## src/rtl/core_bank_router.sv

```systemverilog
module core_bank_router #(
  parameter int NMOD = 8,
  parameter int MAW  = 12,
  parameter int DW   = 26,
  localparam int MW  = $clog2(NMOD),
  localparam int AW  = MAW + MW
) (
  input  logic                 clk,
  input  logic                 rst_n,
  input  logic                 cfg_duplex,
  input  logic                 req_valid,
  output logic                 req_ready,
  input  logic                 req_write,
  input  logic [AW-1:0]        req_addr,
  input  logic [DW-1:0]        req_wdata,
  output logic                 rsp_valid,
  output logic [DW-1:0]        rsp_rdata,
  output logic                 rsp_addr_err,
  output logic                 rsp_uncorr,
  output logic [NMOD-1:0]      m_req,
  output logic                 m_we,
  output logic [MAW-1:0]       m_addr,
  output logic [DW-1:0]        m_wdata,
  input  logic [NMOD-1:0]      m_ack,
  input  logic [NMOD*DW-1:0]   m_rdata,
  input  logic [2*NMOD-1:0]    m_perr
);
  localparam int SIMP_CAP = NMOD << MAW;
  localparam int DUP_CAP  = (NMOD / 2) << MAW;

  logic            busy, is_wr, dup, mir_ph;
  logic [MW-1:0]   prim;
  logic [NMOD-1:0] pend;
  logic [MAW-1:0]  waddr;
  logic [DW-1:0]   wdata, saved;

  wire  [MW-1:0]   hi        = req_addr[AW-1:MAW];
  wire             in_range  = cfg_duplex ? (int'(req_addr) < DUP_CAP)
                                          : (int'(req_addr) < SIMP_CAP);
  wire  [MW-1:0]   first_mod = cfg_duplex ? {hi[MW-2:0], 1'b0} : hi;
  wire  [MW-1:0]   cur       = mir_ph ? (prim | MW'(1)) : prim;
  wire  [DW-1:0]   rd_sel    = m_rdata[cur*DW +: DW];
  wire             perr_sel  = |m_perr[cur*2 +: 2];
  wire             ack_sel   = m_ack[cur] & pend[cur];
  wire  [NMOD-1:0] left      = pend & ~m_ack;

  assign req_ready = ~busy;
  assign m_req     = pend;
  assign m_we      = is_wr;
  assign m_addr    = waddr;
  assign m_wdata   = wdata;

  always_ff @(posedge clk) begin
    if (!rst_n) begin
      busy <= 1'b0; is_wr <= 1'b0; dup <= 1'b0; mir_ph <= 1'b0;
      prim <= '0; pend <= '0; waddr <= '0; wdata <= '0; saved <= '0;
      rsp_valid <= 1'b0; rsp_rdata <= '0; rsp_addr_err <= 1'b0; rsp_uncorr <= 1'b0;
    end else begin
      rsp_valid    <= 1'b0;
      rsp_rdata    <= '0;
      rsp_addr_err <= 1'b0;
      rsp_uncorr   <= 1'b0;
      if (!busy) begin
        if (req_valid) begin
          if (!in_range) begin
            rsp_valid    <= 1'b1;
            rsp_addr_err <= 1'b1;
          end else begin
            busy   <= 1'b1;
            is_wr  <= req_write;
            dup    <= cfg_duplex;
            prim   <= first_mod;
            mir_ph <= 1'b0;
            waddr  <= req_addr[MAW-1:0];
            wdata  <= req_wdata;
            pend   <= ((cfg_duplex && req_write) ? NMOD'(3) : NMOD'(1)) << first_mod;
          end
        end
      end else if (is_wr) begin
        pend <= left;
        if (left == '0) begin
          busy      <= 1'b0;
          rsp_valid <= 1'b1;
        end
      end else if (ack_sel) begin
        if (!perr_sel) begin
          busy      <= 1'b0;
          pend      <= '0;
          rsp_valid <= 1'b1;
          rsp_rdata <= rd_sel;
        end else if (dup && !mir_ph) begin
          mir_ph <= 1'b1;
          saved  <= rd_sel;
          pend   <= NMOD'(1) << (prim | MW'(1));
        end else begin
          busy       <= 1'b0;
          pend       <= '0;
          rsp_valid  <= 1'b1;
          rsp_uncorr <= 1'b1;
          rsp_rdata  <= mir_ph ? saved : rd_sel;
        end
      end
    end
  end

  logic [NMOD/2-1:0] pair_act;
  always_comb begin
    for (int j = 0; j < NMOD/2; j++) pair_act[j] = |m_req[2*j +: 2];
  end

  p_one_pair_r2: assert property (@(posedge clk) disable iff (!rst_n)
    $countones(pair_act) <= 1);

  p_hold_until_ack_r11: assert property (@(posedge clk) disable iff (!rst_n)
    1'b1 |=> (($past(m_req & ~m_ack) & ~m_req) == '0));

  p_stable_fields_r11: assert property (@(posedge clk) disable iff (!rst_n)
    (m_req != '0 && $past(m_req) != '0) |-> ($stable(m_addr) && $stable(m_wdata) && $stable(m_we)));

  p_reject_no_access_r8: assert property (@(posedge clk) disable iff (!rst_n)
    (rsp_valid && rsp_addr_err) |-> (m_req == '0 && $past(m_req) == '0));

  p_uncorr_on_read_r6: assert property (@(posedge clk) disable iff (!rst_n)
    rsp_uncorr |-> (rsp_valid && !rsp_addr_err));

  p_mode_held_r9: assert property (@(posedge clk) disable iff (!rst_n)
    (busy && $past(busy)) |-> $stable(dup));

  p_idle_no_req_r10: assert property (@(posedge clk) disable iff (!rst_n)
    req_ready |-> (m_req == '0));
endmodule

```

## config.mk

```make
export PLATFORM = sky130hd
export DESIGN_NAME = core_bank_router
export DESIGN_NICKNAME = d
export VERILOG_FILES = /design/src/rtl/core_bank_router.sv
export SDC_FILE = /design/constraint.sdc
export NUM_CORES = 1
export LEC_CHECK = 0
export BUFFER_PORTS_ARGS = -buffer_cell sky130_fd_sc_hd__buf_2
export CORE_AREA = 5 5 134 136
export CTS_CLUSTER_SIZE = 8
export DETAILED_ROUTE_END_ITERATION = 16
export DIE_AREA = 0 0 139 141
export PLACE_DENSITY = 0.67
export SYNTH_ARGS = -nofsm -noshare
export SYNTH_HDL_FRONTEND = slang
export SYNTH_SLANG_ARGS = --single-unit
export TNS_END_PERCENT = 10
```

## constraint.sdc

```tcl
create_clock -name clk -period 2.85 [get_ports clk]
set_input_delay 0.4275 -clock clk [delete_from_list [all_inputs] [get_ports clk]]
set_output_delay 0.4275 -clock clk [all_outputs]
set_load 0.03 [all_outputs]
```

## After elaboration in Yosys (flattened, before gate mapping)

Index checks and enable logic that the tools add are counted.

| storage, ports and cells | value |
|---|---|
| word-level logic and storage cells | 88 |
| bits in registers | 108 |

| operators by class | value |
|---|---|
| magnitude comparators | 2 |
| muxes and demuxes | 41 |
| reduce and logical (&&, ||, !) cells | 14 |
| $mul | 1 |
| bitwise operators | 8 |
| shifts and indexed selects | 4 |
| equality and inequality tests | 5 |

Operators with widths:

| cell | number |
|---|---|
| $shiftx 208x9->26 | 1 |
| $mux 26 | 3 |
| $mux 8 | 7 |
| $mux 1 | 27 |
| $shiftx 16x5->2 | 1 |
| $lt 15x15->1 const B | 1 |
| $and 8x8->8 | 1 |
| $logic_not 8->1 | 1 |
| $not 8->8 | 1 |
| $shl 1x3->8 const A | 1 |
| $shl 2x3->8 | 1 |
| $mul 3x4->7 const B | 1 |
| $bmux 1 s3 | 2 |
| $ne 2x1->1 const B | 3 |
| $reduce_and 3->1 | 2 |
| $reduce_and 6->1 | 1 |
| $not 1->1 | 5 |
| $reduce_and 5->1 | 1 |
| $reduce_or 5->1 | 1 |
| $lt 3x4->1 const B | 1 |
| $reduce_bool 2->1 | 2 |
| $reduce_or 2->1 | 2 |
| $reduce_or 4->1 | 1 |
| $mux 3 | 1 |
| 6 further kinds | 7 |

## Longest topological paths before layout

| depth | value |
|---|---|
| depth in word-level cells | 7 |
| depth in mapped cells | 10 |

## Least setup slack after synthesis

No wires, ideal clock.

| timing | value |
|---|---|
| kind | register to register |
| start | reg prim[0] |
| end | reg saved[10] |
| slack | 0.677 ns |
| stages on the path, launching flop included | 10 |
| arrival | 2.101 ns |
| clock period less this slack | 2.173 ns |
| cells stage by stage | dfxtp_1 -> buf_6 -> nor2_8 -> mux4_2 -> a211oi_4 -> a21oi_2 -> nand2b_4 -> buf_8 -> buf_12 -> mux2i_1 |

| between the ends | value |
|---|---|
| longest elaborated chain between the ends | 5 |
| elaborated cells on any way between the ends | 11 |

Ends and longest elaborated chain:

| item | line | RTL |
|---|---|---|
| start, declared | 32 | `logic [MW-1:0] prim;` |
| start signal, assigned | 72 | `prim <= first_mod;` |
| $mux 1 (*) | 41 | `wire [MW-1:0] cur = mir_ph ? (prim \| MW'(1)) : prim;` |
| parallel branches: the longest is 4 deep, another holds $mul 3x4->7 | n/a |  |
| end signal, assigned | 93 | `saved <= rd_sel;` |
| end, declared | 35 | `logic [DW-1:0] wdata, saved;` |

Mark *: on every way between the ends. The select of a mux whose other input is x is not followed.
A chain may end at the register's enable or synchronous reset.

## Worst setup path in the final report

| timing | value |
|---|---|
| start | reg prim[0] |
| end | reg saved[18] |

Same word-level chain as after synthesis.

==> metrics <==
Final HPWL DP 18.01 mm; EDFF count, synth 0; maximum root-to-sink buffer count 2; Boundary Pins 355; leak pwr 4.185 nW; CP max stage cell mux4_2; DIE AREA 0.01960 sq mm; # H-tree levels 3; FMAX 0.3937 GHz; cell taking the most area after synthesis dfxtp_1; Synth Instances 570; sequential share of the synthesized area 35.56%; CP required 3120 ps; CP Launch Type flip-flop; Placement Rows 48; Die Ht 141 microns; clock sinks 108; Cell variety after synth 55; Detailed Route WL 22.28 mm; final core occ 49.29%; Syn Std Cell Area 0.006081 sq mm; port bufs 354; CP arrival 2810 ps; vias per inst 5.142; latest clock arrival within the worst-skew pair 350 ps; RSZ-0062 raised after global routing no; Synth Flop Type dfxtp_1; Crit Path Category reg2reg; peak supply drop 295.9 uV; Starting Density 36.16%; via count 5,821; max_cap viols 0; Critical Path Max Stage Delay 580 ps; Fin. Hold Viols 0; crit path capture type flip-flop; Synth Net Count 848; Area contributors post-synth dfxtp_1, mux4_2, mux2i_1; largest net degree at the start of global routing 65; Slew Limit Fails 0; area grow syn2layout 36.32%; fraction of registers with async set/reset 0%; Yosys warnings 0; first-pass GRT wire length 34.02 mm; syn_area_per_cell 10.67 sq um; relative slew slack 40.60%; Worst path top cell family by delay multiplexers; period utilization 89.12%; worst min path class in2reg; worst-path cell chain nor2_8, mux4_2, a211oi_4, a21oi_2, nand2b_4, mux2i_1; fillers 1,626; drt drc 0; hold_buf cts 0; post-CTS setup buffer count 0; initial antenna violation count 6; Tot Pwr 3.784 mW; Antenna Nets Post-Route 0; Hold WS 287.4 ps; clock slew at reported path FFs 70 ps; Die Wd 139 microns; Setup TNS Final 0 ps; initial drt markers 255; GRT Residual Overflow 0; min Tclk post-route 2540 ps; share of layout cells above drive strength 1 49.39%; Root Buffer clkbuf_16; vias in the first global route 5,979; final setup vio count 0; Yosys reg bits 108; CTS tree yes; routability cong. 0.9377; post-cts repair resize count 0; status completed; total CTS buffers 9; Pwr Density 456.5 mW/mm^2; detailed-route wire length per cell 19.68 microns; GRT Resource Usage Total 22.03%; Buf/Inv on CP 0; post-synth top area share 35.56%; clock skew 12.07 ps; Slew @ Worst Pin 888.1 ps; first-pass detailed-route iteration total 5; CORE AREA 0.01682 sq mm; CP max FO 26; # nets final 1,177
## power by group
part | total, mW | internal, mW | switching, mW
clock | 1.17 | 0.615 | 0.553
sequential | 1.62 | 1.57 | 0.0475
combinational | 1.00 | 0.475 | 0.525
## Yosys cell counts (all sizes together), types with 3 or more instances
master   instances
a211o            4
a21oi           26
a22o            40
a311o            3
and2            26
buf             24
clkbuf          29
dfxtp          108
inv              8
mux2             3
mux2i           69
mux4            41
nand2           40
nand2b          33
nor2            14
nor2b            6
nor3b            3
o211a            4
o211ai           5
o21a             4
o21ai            8
o22ai           18
o2bb2ai         26
o31ai            3
## kinds of logic (layout without fill, tap and decap cells)
logic type / after synthesis / in the layout / synth area share, %
compound gates: 155 / 155 / 19.96
simple gates: 133 / 133 / 12.22
mux: 113 / 113 / 27.10
flops: 108 / 108 / 35.56
buf+inv: 61 / 394 / 5.165
other cells: 0 / 4 / 0
## through the flow
stage / setup WS [ps] / std cells / cell area, sq um
3_5_place_dp: 295.5 / 1113 / 8009
3_3_place_gp: 370.1 / 1113 / 8009
6_report: 310.0 / 1132 / 8289
4_1_cts: 285.5 / 1128 / 8279
5_1_grt: 150.7 / 1132 / 8289
2_1_floorplan: 677.3 / 570 / 6081
## area by class of cell
class | count | area [sq um] | area share, %
clock inverters | 3 | 23.77 | 0.2868
diodes | 4 | 10.01 | 0.1208
inverters | 8 | 30.03 | 0.3623
repair buffers | 371 | 1899 | 22.91
multi-input cells | 401 | 3635 | 43.85
clock buffers | 12 | 246.5 | 2.974
well taps | 225 | 281.5 | 3.396
flip-flops and latches | 108 | 2163 | 26.10
## cell usage in the layout, fill, tap and decap left out, drive strengths merged, types with 18 or more instances in the layout
master,n
mux4,41
nand2,40
dfxtp,108
buf,371
mux2i,69
and2,26
o22ai,18
a21oi,26
a22o,40
o2bb2ai,26
nand2b,33
## sequential cells by signal (all words and copies together), names as in the netlist, 3 cells and up
register and cells:
prim 3, rsp_rdata 26, saved 26, m_addr 12, m_req 8, m_wdata 26
## worst paths after layout
kind,slack (ps),to,from,cells after the start
max reg2reg,310,saved[18],prim[0],6
min reg2reg,460,saved[8],saved[8],2
max,310,saved[18],prim[0],6
min,290,m_wdata[4],req_wdata[4],2
## routing by layer
metal / up-vias / wire length, microns / GRT usage, %
li1: 2834 / - / -
met1: 2665 / 8695 / 26.09
met2: 282 / 11060 / 37.66
met3: 36 / 1853 / 6.038
met4: 4 / 650 / 9.475
met5: - / 27 / 0
(Power assumes the default switching activity.)
